[src/rtl/hostport_pkg.sv]
package hostport_pkg;
  typedef enum logic [1:0] {
    SEL_CTRL = 2'b00,
    SEL_AINC = 2'b01,
    SEL_ADDR = 2'b10,
    SEL_DATA = 2'b11
  } reg_sel_e;

  typedef enum logic [1:0] {
    OP_NONE  = 2'd0,
    OP_HOST  = 2'd1,
    OP_PREF  = 2'd2,
    OP_WRITE = 2'd3
  } mem_op_e;
endpackage

[src/rtl/hp_strobe_edge.sv]
module hp_strobe_edge #(
  parameter int SYNC_STAGES = 2
) (
  input  logic clk_i,
  input  logic rst_ni,
  input  logic stb_i,
  output logic edge_o
);
  logic [SYNC_STAGES-1:0] chain_q;
  logic                   last_q;

  generate
    if (SYNC_STAGES == 1) begin : g_one
      always_ff @(posedge clk_i or negedge rst_ni)
        if (!rst_ni) chain_q <= '0;
        else         chain_q <= stb_i;
    end else begin : g_many
      always_ff @(posedge clk_i or negedge rst_ni)
        if (!rst_ni) chain_q <= '0;
        else         chain_q <= {chain_q[SYNC_STAGES-2:0], stb_i};
    end
  endgenerate

  always_ff @(posedge clk_i or negedge rst_ni)
    if (!rst_ni) last_q <= 1'b0;
    else         last_q <= chain_q[SYNC_STAGES-1];

  assign edge_o = chain_q[SYNC_STAGES-1] & ~last_q;
endmodule

[src/rtl/hp_mem_port.sv]
module hp_mem_port
  import hostport_pkg::*;
#(
  parameter int WORD_W = 32
) (
  input  logic              clk_i,
  input  logic              rst_ni,
  input  logic              wr_req_i,
  input  logic [WORD_W-1:0] wr_addr_i,
  input  logic [WORD_W-1:0] wr_data_i,
  input  logic              host_req_i,
  input  logic              pf_req_i,
  input  logic [WORD_W-1:0] cur_addr_i,
  output mem_op_e           grant_o,
  output mem_op_e           done_o,
  output mem_op_e           out_op_o,
  output logic              mem_req_o,
  output logic              mem_we_o,
  output logic [WORD_W-1:0] mem_addr_o,
  output logic [WORD_W-1:0] mem_wdata_o,
  input  logic              mem_ack_i
);
  logic              req_q;
  mem_op_e           op_q;
  logic [WORD_W-1:0] addr_q, wdata_q;

  // posted write first keeps write-then-read ordering
  always_comb begin
    grant_o = OP_NONE;
    if (!req_q) begin
      if (wr_req_i)        grant_o = OP_WRITE;
      else if (host_req_i) grant_o = OP_HOST;
      else if (pf_req_i)   grant_o = OP_PREF;
    end
  end

  always_ff @(posedge clk_i or negedge rst_ni)
    if (!rst_ni) begin
      req_q   <= 1'b0;
      op_q    <= OP_NONE;
      addr_q  <= '0;
      wdata_q <= '0;
    end else if (req_q && mem_ack_i) begin
      req_q <= 1'b0;
    end else if (grant_o != OP_NONE) begin
      req_q   <= 1'b1;
      op_q    <= grant_o;
      addr_q  <= (grant_o == OP_WRITE) ? wr_addr_i : cur_addr_i;
      wdata_q <= wr_data_i;
    end

  assign done_o      = (req_q && mem_ack_i) ? op_q : OP_NONE;
  assign out_op_o    = req_q ? op_q : OP_NONE;
  assign mem_req_o   = req_q;
  assign mem_we_o    = req_q && (op_q == OP_WRITE);
  assign mem_addr_o  = addr_q;
  assign mem_wdata_o = wdata_q;


  req_hold_chk: assert property (@(posedge clk_i) disable iff (!rst_ni)
    (mem_req_o && !mem_ack_i) |=> (mem_req_o && $stable(mem_addr_o) && $stable(mem_we_o)));
endmodule

[src/rtl/hp_rd_mux.sv]
module hp_rd_mux
  import hostport_pkg::*;
#(
  parameter int HALF_W = 16,
  localparam int WORD_W = 2 * HALF_W
) (
  input  logic [1:0]        sel_i,
  input  logic              half_i,
  input  logic [WORD_W-1:0] ctrl_i,
  input  logic [WORD_W-1:0] addr_i,
  input  logic [WORD_W-1:0] word_i,
  output logic [HALF_W-1:0] data_o
);
  logic [WORD_W-1:0] src;

  always_comb begin
    case (reg_sel_e'(sel_i))
      SEL_CTRL: src = ctrl_i;
      SEL_ADDR: src = addr_i;
      default:  src = word_i;
    endcase
  end

  assign data_o = half_i ? src[WORD_W-1:HALF_W] : src[HALF_W-1:0];
endmodule

[src/rtl/hostport_rdy_ctrl.sv]
module hostport_rdy_ctrl
  import hostport_pkg::*;
#(
  parameter int SYNC_STAGES = 2,
  parameter int HALF_W      = 16,
  parameter int ADDR_STEP   = 4,
  localparam int WORD_W     = 2 * HALF_W
) (
  input  logic              clk_i,
  input  logic              rst_ni,
  input  logic              cs_ni,
  input  logic              strb_ni,
  input  logic [1:0]        reg_sel_i,
  input  logic              rnw_i,
  input  logic              half_i,
  input  logic [HALF_W-1:0] bus_wdata_i,
  output logic [HALF_W-1:0] bus_rdata_o,
  output logic              wait_o,
  output logic              mem_req_o,
  output logic              mem_we_o,
  output logic [WORD_W-1:0] mem_addr_o,
  output logic [WORD_W-1:0] mem_wdata_o,
  input  logic              mem_ack_i,
  input  logic [WORD_W-1:0] mem_rdata_i
);
  localparam logic [WORD_W-1:0] STEP = WORD_W'(ADDR_STEP);

  logic     stb_edge;
  reg_sel_e sel;
  mem_op_e  grant, done, out_op;

  logic [WORD_W-1:0] ctrl_q, addr_q, word_q, pf_buf_q, wr_addr_q, wr_data_q;
  logic [HALF_W-1:0] wr_lo_q;
  logic wait_q, wait_pf_q, host_pend_q, wr_pend_q;
  logic pf_valid_q, pf_pend_q, pf_drop_q;
  logic pf_kill, pf_inflight, pf_arrive;

  assign sel = reg_sel_e'(reg_sel_i);

  hp_strobe_edge #(.SYNC_STAGES(SYNC_STAGES)) i_edge (
    .clk_i  (clk_i),
    .rst_ni (rst_ni),
    .stb_i  (~cs_ni & ~strb_ni),
    .edge_o (stb_edge)
  );

  hp_mem_port #(.WORD_W(WORD_W)) i_port (
    .clk_i       (clk_i),
    .rst_ni      (rst_ni),
    .wr_req_i    (wr_pend_q),
    .wr_addr_i   (wr_addr_q),
    .wr_data_i   (wr_data_q),
    .host_req_i  (host_pend_q),
    .pf_req_i    (pf_pend_q),
    .cur_addr_i  (addr_q),
    .grant_o     (grant),
    .done_o      (done),
    .out_op_o    (out_op),
    .mem_req_o   (mem_req_o),
    .mem_we_o    (mem_we_o),
    .mem_addr_o  (mem_addr_o),
    .mem_wdata_o (mem_wdata_o),
    .mem_ack_i   (mem_ack_i)
  );

  hp_rd_mux #(.HALF_W(HALF_W)) i_mux (
    .sel_i  (reg_sel_i),
    .half_i (half_i),
    .ctrl_i (ctrl_q),
    .addr_i (addr_q),
    .word_i (word_q),
    .data_o (bus_rdata_o)
  );

  // a prefetch issued this cycle or still outstanding must be dropped
  assign pf_kill     = ((out_op == OP_PREF) && (done != OP_PREF)) || (grant == OP_PREF);
  assign pf_inflight = pf_pend_q || ((out_op == OP_PREF) && !pf_drop_q);
  assign pf_arrive   = (done == OP_PREF) && !pf_drop_q;

  always_ff @(posedge clk_i or negedge rst_ni) begin
    if (!rst_ni) begin
      ctrl_q      <= '0;
      addr_q      <= '0;
      word_q      <= '0;
      pf_buf_q    <= '0;
      wr_addr_q   <= '0;
      wr_data_q   <= '0;
      wr_lo_q     <= '0;
      wait_q      <= 1'b0;
      wait_pf_q   <= 1'b0;
      host_pend_q <= 1'b0;
      wr_pend_q   <= 1'b0;
      pf_valid_q  <= 1'b0;
      pf_pend_q   <= 1'b0;
      pf_drop_q   <= 1'b0;
    end else begin
      case (grant)
        OP_WRITE: wr_pend_q   <= 1'b0;
        OP_HOST:  host_pend_q <= 1'b0;
        OP_PREF:  pf_pend_q   <= 1'b0;
        default:  ;
      endcase

      if (done == OP_HOST) begin
        word_q <= mem_rdata_i;
        wait_q <= 1'b0;
      end
      if (done == OP_PREF) begin
        pf_drop_q <= 1'b0;
        if (!pf_drop_q) begin
          if (wait_pf_q) begin
            word_q    <= mem_rdata_i;
            wait_q    <= 1'b0;
            wait_pf_q <= 1'b0;
          end else begin
            pf_buf_q   <= mem_rdata_i;
            pf_valid_q <= 1'b1;
          end
        end
      end

      if (stb_edge) begin
        case (sel)
          SEL_CTRL: begin
            if (!rnw_i) begin
              if (half_i) ctrl_q[WORD_W-1:HALF_W] <= bus_wdata_i;
              else        ctrl_q[HALF_W-1:0]      <= bus_wdata_i;
            end
          end
          SEL_ADDR: begin
            if (!rnw_i) begin
              if (half_i) addr_q[WORD_W-1:HALF_W] <= bus_wdata_i;
              else        addr_q[HALF_W-1:0]      <= bus_wdata_i;
              host_pend_q <= 1'b1;
              wait_q      <= 1'b1;
              pf_valid_q  <= 1'b0;
              pf_pend_q   <= 1'b0;
              if (pf_kill) pf_drop_q <= 1'b1;
            end
          end
          default: begin // data register, fixed or auto-increment
            if (rnw_i) begin
              if (!half_i) begin
                if (sel == SEL_DATA) begin
                  host_pend_q <= 1'b1;
                  wait_q      <= 1'b1;
                end else if (pf_valid_q) begin
                  word_q     <= pf_buf_q;
                  pf_valid_q <= 1'b0;
                end else if (pf_arrive) begin
                  word_q     <= mem_rdata_i;
                  pf_valid_q <= 1'b0;
                end else if (pf_inflight) begin
                  wait_q    <= 1'b1;
                  wait_pf_q <= 1'b1;
                end else begin
                  host_pend_q <= 1'b1;
                  wait_q      <= 1'b1;
                end
              end else if (sel == SEL_AINC) begin
                addr_q    <= addr_q + STEP;
                pf_pend_q <= 1'b1;
              end
            end else begin
              if (!half_i) begin
                wr_lo_q <= bus_wdata_i;
              end else begin
                wr_pend_q  <= 1'b1;
                wr_addr_q  <= addr_q;
                wr_data_q  <= {bus_wdata_i, wr_lo_q};
                pf_valid_q <= 1'b0;
                pf_pend_q  <= 1'b0;
                if (pf_kill) pf_drop_q <= 1'b1;
                if (sel == SEL_AINC) addr_q <= addr_q + STEP;
              end
            end
          end
        endcase
      end
    end
  end

  assign wait_o = wait_q & ~cs_ni;


  wait_from_edge_chk: assert property (@(posedge clk_i) disable iff (!rst_ni)
    $rose(wait_q) |-> $past(stb_edge));


  wait_release_chk: assert property (@(posedge clk_i) disable iff (!rst_ni)
    (wait_q && done == OP_HOST) |=> !wait_q);


  reg_read_nowait_chk: assert property (@(posedge clk_i) disable iff (!rst_ni)
    (stb_edge && rnw_i && !wait_q && (sel == SEL_CTRL || sel == SEL_ADDR)) |=> !wait_q);


  pf_hit_nowait_chk: assert property (@(posedge clk_i) disable iff (!rst_ni)
    (stb_edge && rnw_i && !half_i && sel == SEL_AINC && pf_valid_q && !wait_q) |=> !wait_q);
endmodule

[config.mk]
export PLATFORM = sky130hd
export DESIGN_NAME = hostport_rdy_ctrl
export DESIGN_NICKNAME = d
export VERILOG_FILES = /design/src/rtl/hostport_pkg.sv /design/src/rtl/hp_strobe_edge.sv /design/src/rtl/hp_mem_port.sv /design/src/rtl/hp_rd_mux.sv /design/src/rtl/hostport_rdy_ctrl.sv
export SDC_FILE = /design/constraint.sdc
export NUM_CORES = 1
export LEC_CHECK = 0
export BUFFER_PORTS_ARGS = -buffer_cell sky130_fd_sc_hd__clkbuf_2
export CAP_MARGIN = 5
export CORE_MARGIN = 1.5
export CORE_UTILIZATION = 35
export DETAILED_ROUTE_END_ITERATION = 7
export PLACE_DENSITY = 0.61
export SLEW_MARGIN = 40
export SYNTH_ARGS = -nofsm -noshare
export SYNTH_HDL_FRONTEND = slang
export SYNTH_SLANG_ARGS = --single-unit
[constraint.sdc]
create_clock -name clk_i -period 2.6 [get_ports clk_i]
set_clock_uncertainty 0.05 [all_clocks]
set_input_delay 0.13 -clock clk_i [delete_from_list [all_inputs] [get_ports clk_i]]
set_output_delay 0.13 -clock clk_i [all_outputs]
set_load 0.1 [all_outputs]
==> run summary <==
outcome -> finished, final reports clean
met2 WL post-DR -> 15,300 um
FF-to-FF Start -> addr_q[9]
die height -> 195 um
initial antenna violation count -> 1
crit path DAT -> 2.14 ns
largest net degree at the start of global routing -> 80
setup violators final -> 0
post-synth top area cell -> dfrtp_1
final setup TNS -> 0 ns
min-delay src -> bus_wdata_i[6]
Tmin final -> 2.32 ns
drt drc -> 0
clock root cell -> clkbuf_16
# rows -> 70
DR top layer -> met5
clock slew at reported path FFs -> 0.06 ns
H-tree levels -> 1
Yosys reg bits -> 285
post-cts sizing count -> 0
Area Growth Syn to Fin -> 24.8%
first-pass GRT wire length -> 55,600 um
ys async rst share -> 1.00
commonest non-fill, non-tap cell in the layout -> dfrtp_1
Ys Warns -> 0
Clock Path Buffers -> 3
EDFF count, synth -> 0
Placer Congestion -> 0.842
cell count after synthesis -> 1,078
Ports -> 140
routed wire length -> 35,000 um
Highest Clock Rate -> 430 MHz
worst setup margin -> 0.276 ns
Synthesized Nets -> 1,141
commonest non-fill, non-tap cells in the layout -> 285 x dfrtp_1, 176 x mux2_2, 122 x clkbuf_2, 89 x nand2_1, 58 x o21ai_0
WP data required -> 2.42 ns
Max FO, Critical Path -> 7
Yosys top cell area share -> 0.554
Final Hold Vio Count -> 0
Max rail drop VDD -> 0.555 mV
share of cells above drive strength 1 -> 0.365
Leak -> 7.31 nW
CTS Buf Count -> 31
RSZ-0062 raised after global routing -> false
Met1 Wirelength -> 17,100 um
Worst slew margin -> 0.514
CTS tree -> built
Yosys cell types -> 52
Main synth FF type -> dfrtp_1
DRT antenna net count -> 0
PortBufs -> 139
die area -> 38,000 um^2
gr usage total -> 0.188
clk sink count -> 285
worst setup path startpoint -> addr_q[12]
CP Class -> reg2out
power per cell area -> 1060 nW/um^2
Seq/Total Area, Yosys -> 0.554
crit path capture type -> primary output
die width -> 195 um
max-slew violation count -> 0
Setup WS pre-CTS -> 0.217 ns
drt wl/cell -> 20.1 um
max cap viols -> 0
met3 WL -> 2090 um
Final Total Pwr -> 17.1 mW
Synth Cell Area -> 12,900 um^2
Hold WS -> 0.0162 ns
nets -> 1,320
Via Count -> 9,301
final HPWL from detailed placement -> 23,900 um
Core ar. -> 36,400 um^2
synthesized area per cell -> 12.0 um^2
Initial DRC Count -> 750
Startpoint Class -> flip-flop
Pre-antenna DRT Iters -> 5
Worst-Skew Late Latency -> 0.56 ns
vias in the first global route -> 8,941
# diodes -> 0
total grt overflow -> 0
Worst Tran Pin Value -> 0.727 ns
Tcrit/Tclk final -> 0.894
Avg Vias per Cell -> 5.33
Hold Path Class -> in2reg
Initial Util -> 0.354
ranking of synthesized cells by area -> dfrtp_1 55%, mux2_2 15%, mux2i_1 3.5%
-- cells by family after synthesis --
| logic type | count (synthesis) | share of synthesized area |
|---|---|---|
| buffers and inverters | 90 | 0.0303 |
| flip-flops | 285 | 0.554 |
| AND/OR/NAND/NOR | 246 | 0.0968 |
| AO/OA/AOI/OAI | 230 | 0.125 |
| adder cells (fa/ha/maj) | 6 | 0.00583 |
| multiplexers | 221 | 0.189 |
-- per-stage QoR --
stage	std cells	utilization	area (um^2)
after detailed placement	1646	0.403	14700
after global placement	1644	0.403	14700
after floorplan	1078	-	13100
after global routing	1746	0.441	16100
after CTS	1746	0.441	16100
final	1746	0.441	16100
-- layer usage --
layer | up-vias | track usage
met5 | - | 0
met3 | 37 | 0.0375
met2 | 270 | 0.277
met4 | 2 | 0.0359
li1 | 4322 | -
met1 | 4670 | 0.285
-- cell type report --
class | instances | area (um^2)
inverter | 9 | 33.8
multi-input combinational | 703 | 5590
clock inverter | 14 | 83.8
clock buffer | 40 | 840
sequential | 285 | 7130
tap | 468 | 586
fill | 3400 | 20400
timing repair buffer | 227 | 1810
-- cell usage after synthesis, drive strengths merged (3+ instances only) --
| cell type | number |
|---|---|
| nand2 | 90 |
| a21oi | 32 |
| nand3 | 31 |
| a31oi | 18 |
| inv | 9 |
| and2 | 4 |
| nor3 | 10 |
| mux2 | 176 |
| mux2i | 45 |
| o211ai | 8 |
| clkbuf | 40 |
| a211oi | 16 |
| o21ai | 58 |
| dfrtp | 285 |
| and3 | 9 |
| nand4 | 10 |
| o221a | 32 |
| a22oi | 20 |
| a22o | 14 |
| or2b | 13 |
| o22ai | 18 |
| nand2b | 24 |
| nor2b | 3 |
| buf | 41 |
| ha | 6 |
| nor2 | 35 |
| a21o | 3 |
| and4 | 5 |
-- repair_timing --
action                    4_1_cts  5_1_grt
setup buffers                   0        0
hold buffers                   46        0
hold endpoints to repair      183        0
-- report_power, final --
part / switching [mW] / internal, mW / total [mW]
registers: 0.806 / 5.64 / 6.45
logic: 4.52 / 2.05 / 6.57
clock network: 1.80 / 2.26 / 4.06
total: 7.12 / 9.96 / 17.1
-- critical path, cell delays in order (launching register included) --
cell and delay (ns):
dfrtp_1 0.50, a22o_1 0.33, a211oi_1 0.47, a31oi_4 0.08, buf_12 0.22
-- registers in the layout, summed over array words and instances, names as in the netlist, 2 cells and up --
signal              count
addr_q                 32
pf_buf_q               32
i_port.mem_addr_o      32
wr_addr_q              32
i_edge.chain_q          2
i_port.mem_wdata_o     32
wr_data_q              32
i_port.op_q             2
wr_lo_q                16
ctrl_q                 32
word_q                 32
-- final timing paths --
path | end | slack [ns] | cells past startpoint
min in group asynchronous | wr_data_q[16] | 0.10 | 2
hold / removal | addr_q[6] | 0.02 | 3
setup reg to reg | addr_q[21] | 0.38 | 5
hold reg to reg | i_edge.chain_q[1] | 0.30 | 0
setup / recovery | bus_rdata_o[12] | 0.28 | 4
max in group asynchronous | pf_buf_q[8] | 1.57 | 3
(Power assumes the default switching activity.)
